`src/rtl/lut_tile_pkg.sv`:
```
package lut_tile_pkg;

  typedef enum logic [1:0] {
    PICK_D  = 2'd0,
    PICK_E  = 2'd1,
    PICK_QX = 2'd2,
    PICK_QY = 2'd3
  } pick_e;

  // Strobes from control to datapath
  typedef struct packed {
    logic tblWe;
    logic modeWe;
    logic wrBit;
  } cfg_strobe_t;

  // Decoded tile mode
  typedef struct packed {
    logic  split;
    logic  xReg;
    logic  yReg;
    pick_e fPick;
    pick_e gPick;
  } tile_mode_t;

  localparam int MODE_BITS = 7;

endpackage

```
`src/rtl/lut_tile_ctrl.sv`:
```
module lut_tile_ctrl
  import lut_tile_pkg::*;
#(
  parameter int IN_CNT = 5
) (
  input  logic              clk,
  input  logic              rstN,
  input  logic              cfgWe,
  input  logic [IN_CNT:0]   cfgAddr,
  input  logic              cfgWData,
  input  logic              tblBit,
  output logic              cfgRData,
  output cfg_strobe_t       strobe,
  output tile_mode_t        mode
);
  localparam int AW    = IN_CNT + 1;
  localparam int DEPTH = 1 << IN_CNT;

  logic [MODE_BITS-1:0] modeBits;
  logic [AW-1:0]        modeOff;
  logic                 isTbl;
  logic                 modeHit;

  assign isTbl   = (cfgAddr[AW-1] == 1'b0);
  assign modeOff = cfgAddr - AW'(DEPTH);
  assign modeHit = !isTbl && (modeOff < AW'(MODE_BITS));

  assign strobe.tblWe  = cfgWe && isTbl;
  assign strobe.modeWe = cfgWe && modeHit;
  assign strobe.wrBit  = cfgWData;

  always_ff @(posedge clk or negedge rstN) begin
    if (!rstN) begin
      modeBits <= '0;
    end else if (strobe.modeWe) begin
      modeBits[modeOff[2:0]] <= strobe.wrBit;
    end
  end

  assign mode.split = modeBits[0];
  assign mode.xReg  = modeBits[1];
  assign mode.yReg  = modeBits[2];
  assign mode.fPick = pick_e'(modeBits[4:3]);
  assign mode.gPick = pick_e'(modeBits[6:5]);

  always_comb begin
    if (isTbl)        cfgRData = tblBit;
    else if (modeHit) cfgRData = modeBits[modeOff[2:0]];
    else              cfgRData = 1'b0;
  end

  // stray addresses leave the mode bits alone
  a_r9_stray_write_ignored: assert property (@(posedge clk) disable iff (!rstN)
    (cfgWe && !isTbl && !modeHit) |=> $stable(modeBits));

endmodule

```
`src/rtl/lut_tile_dp.sv`:
```
module lut_tile_dp
  import lut_tile_pkg::*;
#(
  parameter int IN_CNT = 5
) (
  input  logic              clk,
  input  logic              rstN,
  input  cfg_strobe_t       strobe,
  input  logic [IN_CNT-1:0] cfgIdx,
  input  tile_mode_t        mode,
  input  logic [IN_CNT-1:0] lutIn,
  output logic              tblBit,
  output logic              xOut,
  output logic              yOut
);
  localparam int DEPTH  = 1 << IN_CNT;
  localparam int SHARED = IN_CNT - 2;

  logic [DEPTH-1:0] tbl;
  logic             qx, qy;
  logic [1:0]       halfVal;
  logic             wholeVal, fVal, gVal;

  always_ff @(posedge clk or negedge rstN) begin
    if (!rstN) begin
      tbl <= '0;
    end else if (strobe.tblWe) begin
      tbl[cfgIdx] <= strobe.wrBit;
    end
  end

  assign tblBit   = tbl[cfgIdx];
  assign wholeVal = tbl[lutIn];

  for (genvar h = 0; h < 2; h++) begin : g_half
    pick_e              code;
    logic               fourth;
    logic [IN_CNT-1:0]  idx;
    assign code = (h == 0) ? mode.fPick : mode.gPick;
    always_comb begin
      unique case (code)
        PICK_D:  fourth = lutIn[IN_CNT-2];
        PICK_E:  fourth = lutIn[IN_CNT-1];
        PICK_QX: fourth = qx;
        default: fourth = qy;
      endcase
    end
    assign idx        = {1'(h), fourth, lutIn[SHARED-1:0]};
    assign halfVal[h] = tbl[idx];
  end

  assign fVal = mode.split ? halfVal[0] : wholeVal;
  assign gVal = mode.split ? halfVal[1] : wholeVal;

  always_ff @(posedge clk or negedge rstN) begin
    if (!rstN) begin
      qx <= 1'b0;
      qy <= 1'b0;
    end else begin
      qx <= fVal;
      qy <= gVal;
    end
  end

  assign xOut = mode.xReg ? qx : fVal;
  assign yOut = mode.yReg ? qy : gVal;

  // one function feeds both outputs in whole mode
  a_r3_whole_outputs_agree: assert property (@(posedge clk) disable iff (!rstN)
    (!mode.split && !mode.xReg && !mode.yReg) |-> (xOut == yOut));

  // both registers captured the same whole-mode value
  a_r5_regs_agree: assert property (@(posedge clk) disable iff (!rstN)
    ($past(!mode.split) && mode.xReg && mode.yReg) |-> (xOut == yOut));

endmodule

```
`src/rtl/cfg_lut_tile.sv`:
```
module cfg_lut_tile
  import lut_tile_pkg::*;
#(
  parameter int IN_CNT = 5
) (
  input  logic              clk,
  input  logic              rstN,
  input  logic [IN_CNT-1:0] lutIn,
  input  logic              cfgWe,
  input  logic [IN_CNT:0]   cfgAddr,
  input  logic              cfgWData,
  output logic              cfgRData,
  output logic              xOut,
  output logic              yOut
);
  localparam int DEPTH   = 1 << IN_CNT;
  localparam int CFG_TOP = DEPTH + MODE_BITS;

  cfg_strobe_t strobe;
  tile_mode_t  mode;
  logic        tblBit;

  lut_tile_ctrl #(.IN_CNT(IN_CNT)) ctrl_i (
    .clk(clk), .rstN(rstN), .cfgWe(cfgWe), .cfgAddr(cfgAddr),
    .cfgWData(cfgWData), .tblBit(tblBit), .cfgRData(cfgRData),
    .strobe(strobe), .mode(mode)
  );

  lut_tile_dp #(.IN_CNT(IN_CNT)) dp_i (
    .clk(clk), .rstN(rstN), .strobe(strobe), .cfgIdx(cfgAddr[IN_CNT-1:0]),
    .mode(mode), .lutIn(lutIn), .tblBit(tblBit), .xOut(xOut), .yOut(yOut)
  );

  // a written bit reads back on the following cycle
  a_r7_write_readback: assert property (@(posedge clk) disable iff (!rstN)
    (cfgWe && (int'(cfgAddr) < CFG_TOP)) |=>
      ((cfgAddr != $past(cfgAddr)) || (cfgRData == $past(cfgWData))));

endmodule

```
`config.mk`:
```
export PLATFORM = sky130hd
export DESIGN_NAME = cfg_lut_tile
export DESIGN_NICKNAME = d
export VERILOG_FILES = /design/src/rtl/lut_tile_pkg.sv /design/src/rtl/lut_tile_ctrl.sv /design/src/rtl/lut_tile_dp.sv /design/src/rtl/cfg_lut_tile.sv
export SDC_FILE = /design/constraint.sdc
export NUM_CORES = 1
export LEC_CHECK = 0
export BUFFER_PORTS_ARGS = -buffer_cell sky130_fd_sc_hd__buf_4
export CORE_UTILIZATION = 55
export CTS_CLUSTER_SIZE = 12
export DETAILED_ROUTE_END_ITERATION = 10
export PLACE_DENSITY = 0.71
export SYNTH_ARGS = -nofsm -noshare
export SYNTH_HDL_FRONTEND = slang
export SYNTH_SLANG_ARGS = --single-unit
```
`constraint.sdc`:
```
create_clock -name clk -period 2.5 [get_ports clk]
set_clock_uncertainty 0.2 [all_clocks]
set_input_delay 0.375 -clock clk [delete_from_list [all_inputs] [get_ports clk]]
set_output_delay 0.375 -clock clk [all_outputs]
set_load 0.02 [all_outputs]
```
Yosys cells after proc, flatten, opt, wreduce, memory -nomap -nowiden:

Index checks and enable logic that the tools add are counted.

* output and inout port bits: 3
* flip-flop bits (word level): 41
* input bits: 15
* logic and storage cells: 49

* multiplexer cells: 24
* add/subtract/negate cells: 1
* bitwise operators: 1
* $lt $le $gt $ge: 8
* reduce and logical (&&, ||, !) cells: 7
* eq/ne operators: 4

Operator list (count)
* 32-bit bitwise mux: 1
* 5-bit by 6-bit less-than comparator with 1-bit output (second input constant): 3
* 1-bit two-way mux: 13
* 1-bit binary-select mux with 5-bit select: 2
* 1-bit binary-select mux with 4-bit select: 2
* 7-bit bitwise mux: 1
* 4-bit by 6-bit less-than comparator with 1-bit output (second input constant): 1
* 6-bit by 3-bit less-than comparator with 1-bit output (second input constant): 1
* 1-bit one-hot mux with 3 select lines: 2
* 6-bit subtractor (second input constant): 1
* 1-bit demux with 5-bit select: 1
* 5-bit by 1-bit >= comparator with 1-bit output (second input constant): 1
* 1-bit logical AND: 5
* 2-bit by 1-bit == test with 1-bit output (second input constant): 2
* 2-bit == test (second input constant): 2
* 2-bit zero test: 2
* 3-bit by 4-bit less-than comparator with 1-bit output (second input constant): 1
* 1-bit binary-select mux with 3-bit select: 1
* 1-bit demux with 3-bit select: 1
* 3-bit by 1-bit >= comparator with 1-bit output (second input constant): 1
* 1-bit NOT: 1

Longest topological paths before layout:

Gate-level depths: netlist of run 1.

* depth in word-level cells: 6
* depth in mapped cells: 6
* gate-level depth less buffers: 5

Modules after synthesis:

From an unflattened synthesis of run 1, not the netlist that was laid out.

* cells, all modules: 219
* area total of the unflattened synthesis: 2573.7 µm²

By module, submodules not included
* lut_tile_dp: times used 1, area each 2119.5 µm², sequential area each 850.8 µm², cells each 177
* lut_tile_ctrl: times used 1, area each 454.2 µm², sequential area each 175.2 µm², cells each 42

Worst setup path before layout of run 1:

Ideal clock, no wire load.

* path kind: in2out
* start point: in lutIn[2]
* end point: out xOut
* data required time: 1925 ps
* arrival: 1941 ps
* cell stages on the path: 6
* buffers on the path: 1
* path slack: -16 ps
* cell sequence: clkbuf_1 > nand2b_1 > o22ai_1 > o41ai_1 > a211oi_2 > o31ai_1

* word-level cells in the longest chain between the ends: 4
* elaborated cells on any way between the ends: 6
* classes of those cells: mux: 6

Ends and longest elaborated chain
* start: declaration: line cfg_lut_tile.sv:8 `input logic [IN_CNT-1:0] lutIn,`
* 1-bit binary-select mux with 5-bit select / 1-bit binary-select mux with 4-bit select (equally long branches): line lut_tile_dp.sv:33, lut_tile_dp.sv:49
* 1-bit two-way mux, on equally long branches: line lut_tile_dp.sv:33, lut_tile_dp.sv:49
* 1-bit two-way mux *: line lut_tile_dp.sv:52 `assign fVal = mode.split ? halfVal[0] : wholeVal;`
* 1-bit two-way mux *: line lut_tile_dp.sv:65 `assign xOut = mode.xReg ? qx : fVal;`
* end: declaration: line cfg_lut_tile.sv:13 `output logic xOut,`

Every way passes the cells marked *; elsewhere a longest branch is shown, timed or not. The select of a mux whose other input is x is not followed.

Worst setup path after layout of run 1:

* start point: reg dp_i.tbl[31]
* end point: out cfgRData

* word-level cells in the longest chain between the ends: 3

Ends and longest elaborated chain
* start: declaration: line lut_tile_dp.sv:19 `logic [DEPTH-1:0] tbl;`
* start signal: indexed assignment: line lut_tile_dp.sv:28 `tbl[cfgIdx] <= strobe.wrBit;`
* 1-bit binary-select mux with 5-bit select: line lut_tile_dp.sv:32 `assign tblBit = tbl[cfgIdx];`
* 1-bit two-way mux (implied by the code): line lut_tile_dp.sv:32
* 1-bit two-way mux: line lut_tile_ctrl.sv:47 `if (isTbl) cfgRData = tblBit;`
* end: declaration: line cfg_lut_tile.sv:12 `output logic cfgRData,`

No other way between the ends. The select of a mux whose other input is x is not followed.

==> reports/results.ini, run 1 <==
[timing]
fin_crit_sh_pct = 107.5
setup_violations = 3
timing.fmax_ghz = 0.3720
grt_setup_unrepaired = yes
max_slew_margin_pct = 65.42
whs_ps = 318.5
min_period_ps = 2688
worst_pin_slew_ps = 518.7
final.setup.worst_slack_ps = -187.8
finalHoldViolations = 0
slew_violations = 0
fin_tns_setup_ps = -559.6

[worst_setup_path]
cp-end-kind = output port
path_class = reg2out
critPathMaxFanout = 2
arrival_ps = 2110
critPathLaunchType = flip-flop
crit_required_ps = 1920

[pwr]
leakage_nw = 1.318
p_total_mw = 1.731
max-vdd-ir-drop_mv = 0.3988
power.density_nw_per_um2 = 572.7

[route]
drt-total-wl_mm = 5.949
routed-via-count = 1910
drtIter0Drc = 105
firstDrtPassIters = 4
vias_per_cell = 6.141
wl_per_cell_um = 19.13
antenna_left = 0
drc = 0

[logic_synthesis]
synthTopCellsByCount = mux2_2 (42), dfrtp_1 (41), nor2_1 (31)
async_flop_share_pct = 100.0
yosysSeqAreaShare_pct = 40.28
synthFlopType = dfrtp_1
yosysMostFrequentCell = mux2_2
yosysWarningCount = 0
netlist_area_um2 = 2547
syn_area_per_cell_um2 = 11.53
synth-edff-count = 0
synthTopCellsByArea = dfrtp_1 (40%), mux2_2 (19%), mux4_2 (11%), mux4_1 (5.2%), nor2_1 (4.6%)
synth_top_area_share_pct = 40.28
synth_nets = 236
syn-instance-count = 221
synthDistinctLibCells = 32
yosys_register_bits = 41
yosys.area.top_type = dfrtp_1

[floorplan]
core_area_um2 = 4414
row_count = 24
die_w_um = 70.06
ios = 18
fp.dieH_um = 70.06
initial_utilization_pct = 57.71
dieArea_um2 = 4908

[layout]
finish.utilization_pct = 68.48
fillers = 344
area_delta_synth_final_pct = 18.66
n_antenna_cell = 0
stdcell_area_um2 = 3023
final_cell_count_no_fill = 311
nets = 273
drive_above_1_share_pct = 47.10

[grt]
grt_pass1_wl_mm = 9.970
grt_max_degree = 42
grt_pass1_vias = 1971
grt_use_total_pct = 26.81
antenna_found_initial = 0
grt_overflow_total = 0

[place]
dp_cells = 291
globalplace.congestion = 0.9381
io_buffers = 17
place_hpwl_mm = 4.176
pre_cts_slack_ps = -323.4
dpl_cell_area_um2 = 2785

[clock_network]
numCtsBuffers = 5
cts_root_buffer = clkbuf_8
clk_pin_slew_ps = 70
cts_htree_levels = 2
clk_path_buf_depth = 2
clk_latency_ps = 290
clock-sinks = 41
cts_tree = done

[min_path]
hold_path.class = in2reg

[run_status]
violations = setup timing
outcome = finished with violations

[run]
maxCapViolCount = 0

-- kinds of logic after synthesis --
logic type / share of synthesized area [%]
buf+inv: 3.241
simple gates: 15.27
flops: 40.27
mux: 36.49
compound gates: 4.715
-- critical path: stages (launching register included) --
cell	delay, ps
dfrtp_1	410
buf_4	150
mux4_2	480
inv_2	80
o22ai_4	70
a2111oi_4	350
o21ai_1	120
buf_4	170
-- sequential cells by signal, summed over array words and instances, names as in the netlist --
signal / cells
dp_i.qx: 1
dp_i.tbl: 32
ctrl_i.modeBits: 7
dp_i.qy: 1
-- cell usage in the layout (no fill, tap or decap), types with 2 or more instances in the layout --
cell / n
mux2_2: 42
nor3b_1: 2
nor2_1: 31
clkinv_2: 2
o31ai_1: 2
nand3_1: 3
nand3b_1: 2
inv_2: 2
nor3_1: 4
a32oi_1: 2
nor2b_1: 5
mux4_2: 17
dfrtp_1: 41
mux2i_2: 2
inv_1: 2
nand2b_1: 5
nand2_1: 25
clkbuf_8: 5
buf_4: 42
-- worst paths after layout --
kind,startpoint,to,slack (ps),cells after the start
worst max-delay path,dp_i.tbl[31],cfgRData,-190,7
worst min-delay path,lutIn[3],dp_i.qx,320,4
worst max register to register,dp_i.tbl[23],dp_i.qy,450,6
worst min register to register,dp_i.tbl[15],dp_i.tbl[15],340,1
max in group asynchronous,rstN,ctrl_i.modeBits[4],1340,2
min in group asynchronous,rstN,dp_i.tbl[31],400,2
-- area by class of cell --
cell class	count	area, um2	share of cell area [%]
flip-flops and latches	41	1026	33.94
multi-input cells	162	1498	49.54
repair buffers	44	336.6	11.13
well taps	52	65.06	2.152
clock buffers	6	72.57	2.401
clock inverters	2	10.01	0.3311
inverters	4	15.01	0.4967
-- where the power goes --
group	total, mW	internal, mW	switching [mW]
Sequential	0.833	0.756	0.0774
Combinational	0.489	0.280	0.209
Clock	0.409	0.193	0.215
-- per-layer routing --
layer | global-route usage, % | vias to the layer above | part of all wire [%]
met2 | 44.44 | 66 | 50
met4 | 8.222 | 0 | 1.5
met1 | 36.04 | 957 | 43
met5 | 0 | - | 0
met3 | 4.762 | 7 | 5.3
li1 | - | 880 | -
-- timing repair --
item                                    CTS  global route
pin swaps                                 8             6
buffers inserted                          8             4
endpoints found under the setup margin    3             3
hold buffers                              1             0
gates resized for setup                  10            12
endpoints found under the hold margin    41             0
(Power assumes the default switching activity.)
==> inputs of run 2 (changes only) <==
Clock period 2.5 ns to 3.4 ns, I/O delays scaled along.
==> run 2 against run 1 <==
The flow now finishes without violations. Total power is 31% lower. First-iteration DRC count is 57% higher. Non-clock buffer count is 25 lower. Via count is 7.6% lower. Global-route usage is 2.3 points lower. Combinational power is 44% lower. Critical endpoint unchanged. Highest routed layer unchanged.
==> reports/results.ini, run 2 (same netlist as run 1, synthesis figures left out) <==
[layout]
area_delta_synth_final_pct = 8.988
top_register = dp_i.tbl
final_cell_mix = mux2_2 (42), dfrtp_1 (41), nor2_1 (31)
final_common_cell = mux2_2
finish.utilization_pct = 62.90
n_antenna_cell = 0
final_cell_count_no_fill = 286
top_regs = dp_i.tbl x32, ctrl_i.modeBits x7
nets = 248
drive_above_1_share_pct = 35.47
largest_reg_flops = 32

[floorplan]
initial_utilization_pct = 57.71
dieArea_um2 = 4908
ios = 18
fp.dieH_um = 70.06
core_area_um2 = 4414
die_w_um = 70.06
row_count = 24

[grt]
grt_pass1_wl_mm = 9.239
grt_max_degree = 42
antenna_found_initial = 0
grt_use_total_pct = 24.51
grt_pass1_vias = 1802
grt_overflow_total = 0

[place]
globalplace.congestion = 0.7960
pre_cts_slack_ps = 341.1
place_hpwl_mm = 3.805
dp_cells = 277
io_buffers = 17

[pwr]
sequentialPowerShare_pct = 51.1
combinationalPowerShare_pct = 23.0
max-vdd-ir-drop_mv = 0.2903
cellInternalPower_mw = 0.8518
p_clk_share_pct = 25.9
power.density_nw_per_um2 = 430.6
p_switching_mw = 0.3437
swShare_pct = 28.75
leakage_nw = 1.208

[worst_setup_path]
arrival_ps = 2380
critPathLaunchType = input port
crit_required_ps = 2690
path_class = in2out
cp-end-kind = output port
critPathMaxFanout = 20

[timing]
fin_crit_sh_pct = 91.02
timing.fmax_ghz = 0.3231
setup_violations = 0
slew_violations = 0
worst_pin_slew_ps = 664.0
fin_tns_setup_ps = 0
final.setup.worst_slack_ps = 305.3
max_slew_margin_pct = 55.40
min_period_ps = 3095
finalHoldViolations = 0
grt_setup_unrepaired = no

[clock_network]
clk_latency_ps = 290
cts_htree_levels = 2
cts_hold_buf = 1
numCtsBuffers = 5
clock-sinks = 41
cts_tree = done
clk_path_buf_depth = 2
cts_resized = 0
postCtsSetupBuffers = 0
cts_root_buffer = clkbuf_8
clk_pin_slew_ps = 80

[route]
drc = 0
drt-total-wl_mm = 5.277
drtIter0Drc = 165
wl_per_cell_um = 18.45
firstDrtPassIters = 4
vias_per_cell = 6.168
routed-via-count = 1764
antenna_left = 0

[run_status]
outcome = complete, no violations

[min_path]
hold_path.class = reg2reg

[run]
maxCapViolCount = 0

-- run 2: cell types whose count changed in the layout (fill, tap and decap cells not counted), sizes merged --
cell / change
buf: -25
clkbuf: -1
clkinvlp: +1
-- run 2: layout make-up --
type | instances | area, um2
tap | 52 | 65.06
sequential | 41 | 1026
clock inverter | 3 | 17.52
multi-input combinational | 162 | 1439
inverter | 4 | 15.01
timing repair buffer | 19 | 145.1
fill | 370 | 1638
clock buffer | 5 | 68.82
-- run 2: metal layers --
metal | up-vias | routed length, um | track usage, %
li1 | 832 | - | -
met1 | 888 | 2480 | 36.20
met2 | 37 | 2491 | 36.65
met3 | 7 | 237 | 4.618
met4 | 0 | 68 | 8.222
met5 | - | 0 | 0
-- run 2: final timing paths --
check / from / to / slack [ps] / cells after the start
max: cfgAddr[0] / cfgRData / 310 / 7
max in group asynchronous: rstN / ctrl_i.modeBits[2] / 2110 / 2
min in group asynchronous: rstN / dp_i.tbl[30] / 530 / 2
min reg2reg: dp_i.tbl[20] / dp_i.tbl[20] / 330 / 1
max reg2reg: dp_i.tbl[28] / dp_i.qy / 1360 / 5
min: dp_i.tbl[20] / dp_i.tbl[20] / 330 / 1
-- run 2: per-stage QoR --
stage	power, mW	hold WS [ps]	area (um2)
floorplan	0.8067	14.41	2547
global placement	0.8900	307.5	2680
detailed placement	0.8947	314.9	2680
CTS	1.207	333.4	2776
global route	1.263	350.5	2776
finish	1.195	327.1	2776
-- run 2: worst max-delay path: stages --
cell	delay (ps)
buf_4	260
mux4_2	550
a32oi_1	220
nand2_1	80
a2111oi_0	380
o21ai_0	180
buf_4	190
-- run 2: power groups by stage --
stage               registers, mW  clock network, mW  logic [mW]
finish                      0.610              0.310       0.275
global route                0.620              0.340       0.303
CTS                         0.610              0.320       0.277
detailed placement          0.619                  0       0.275
global placement            0.618                  0       0.272
floorplan                   0.597                  0       0.210
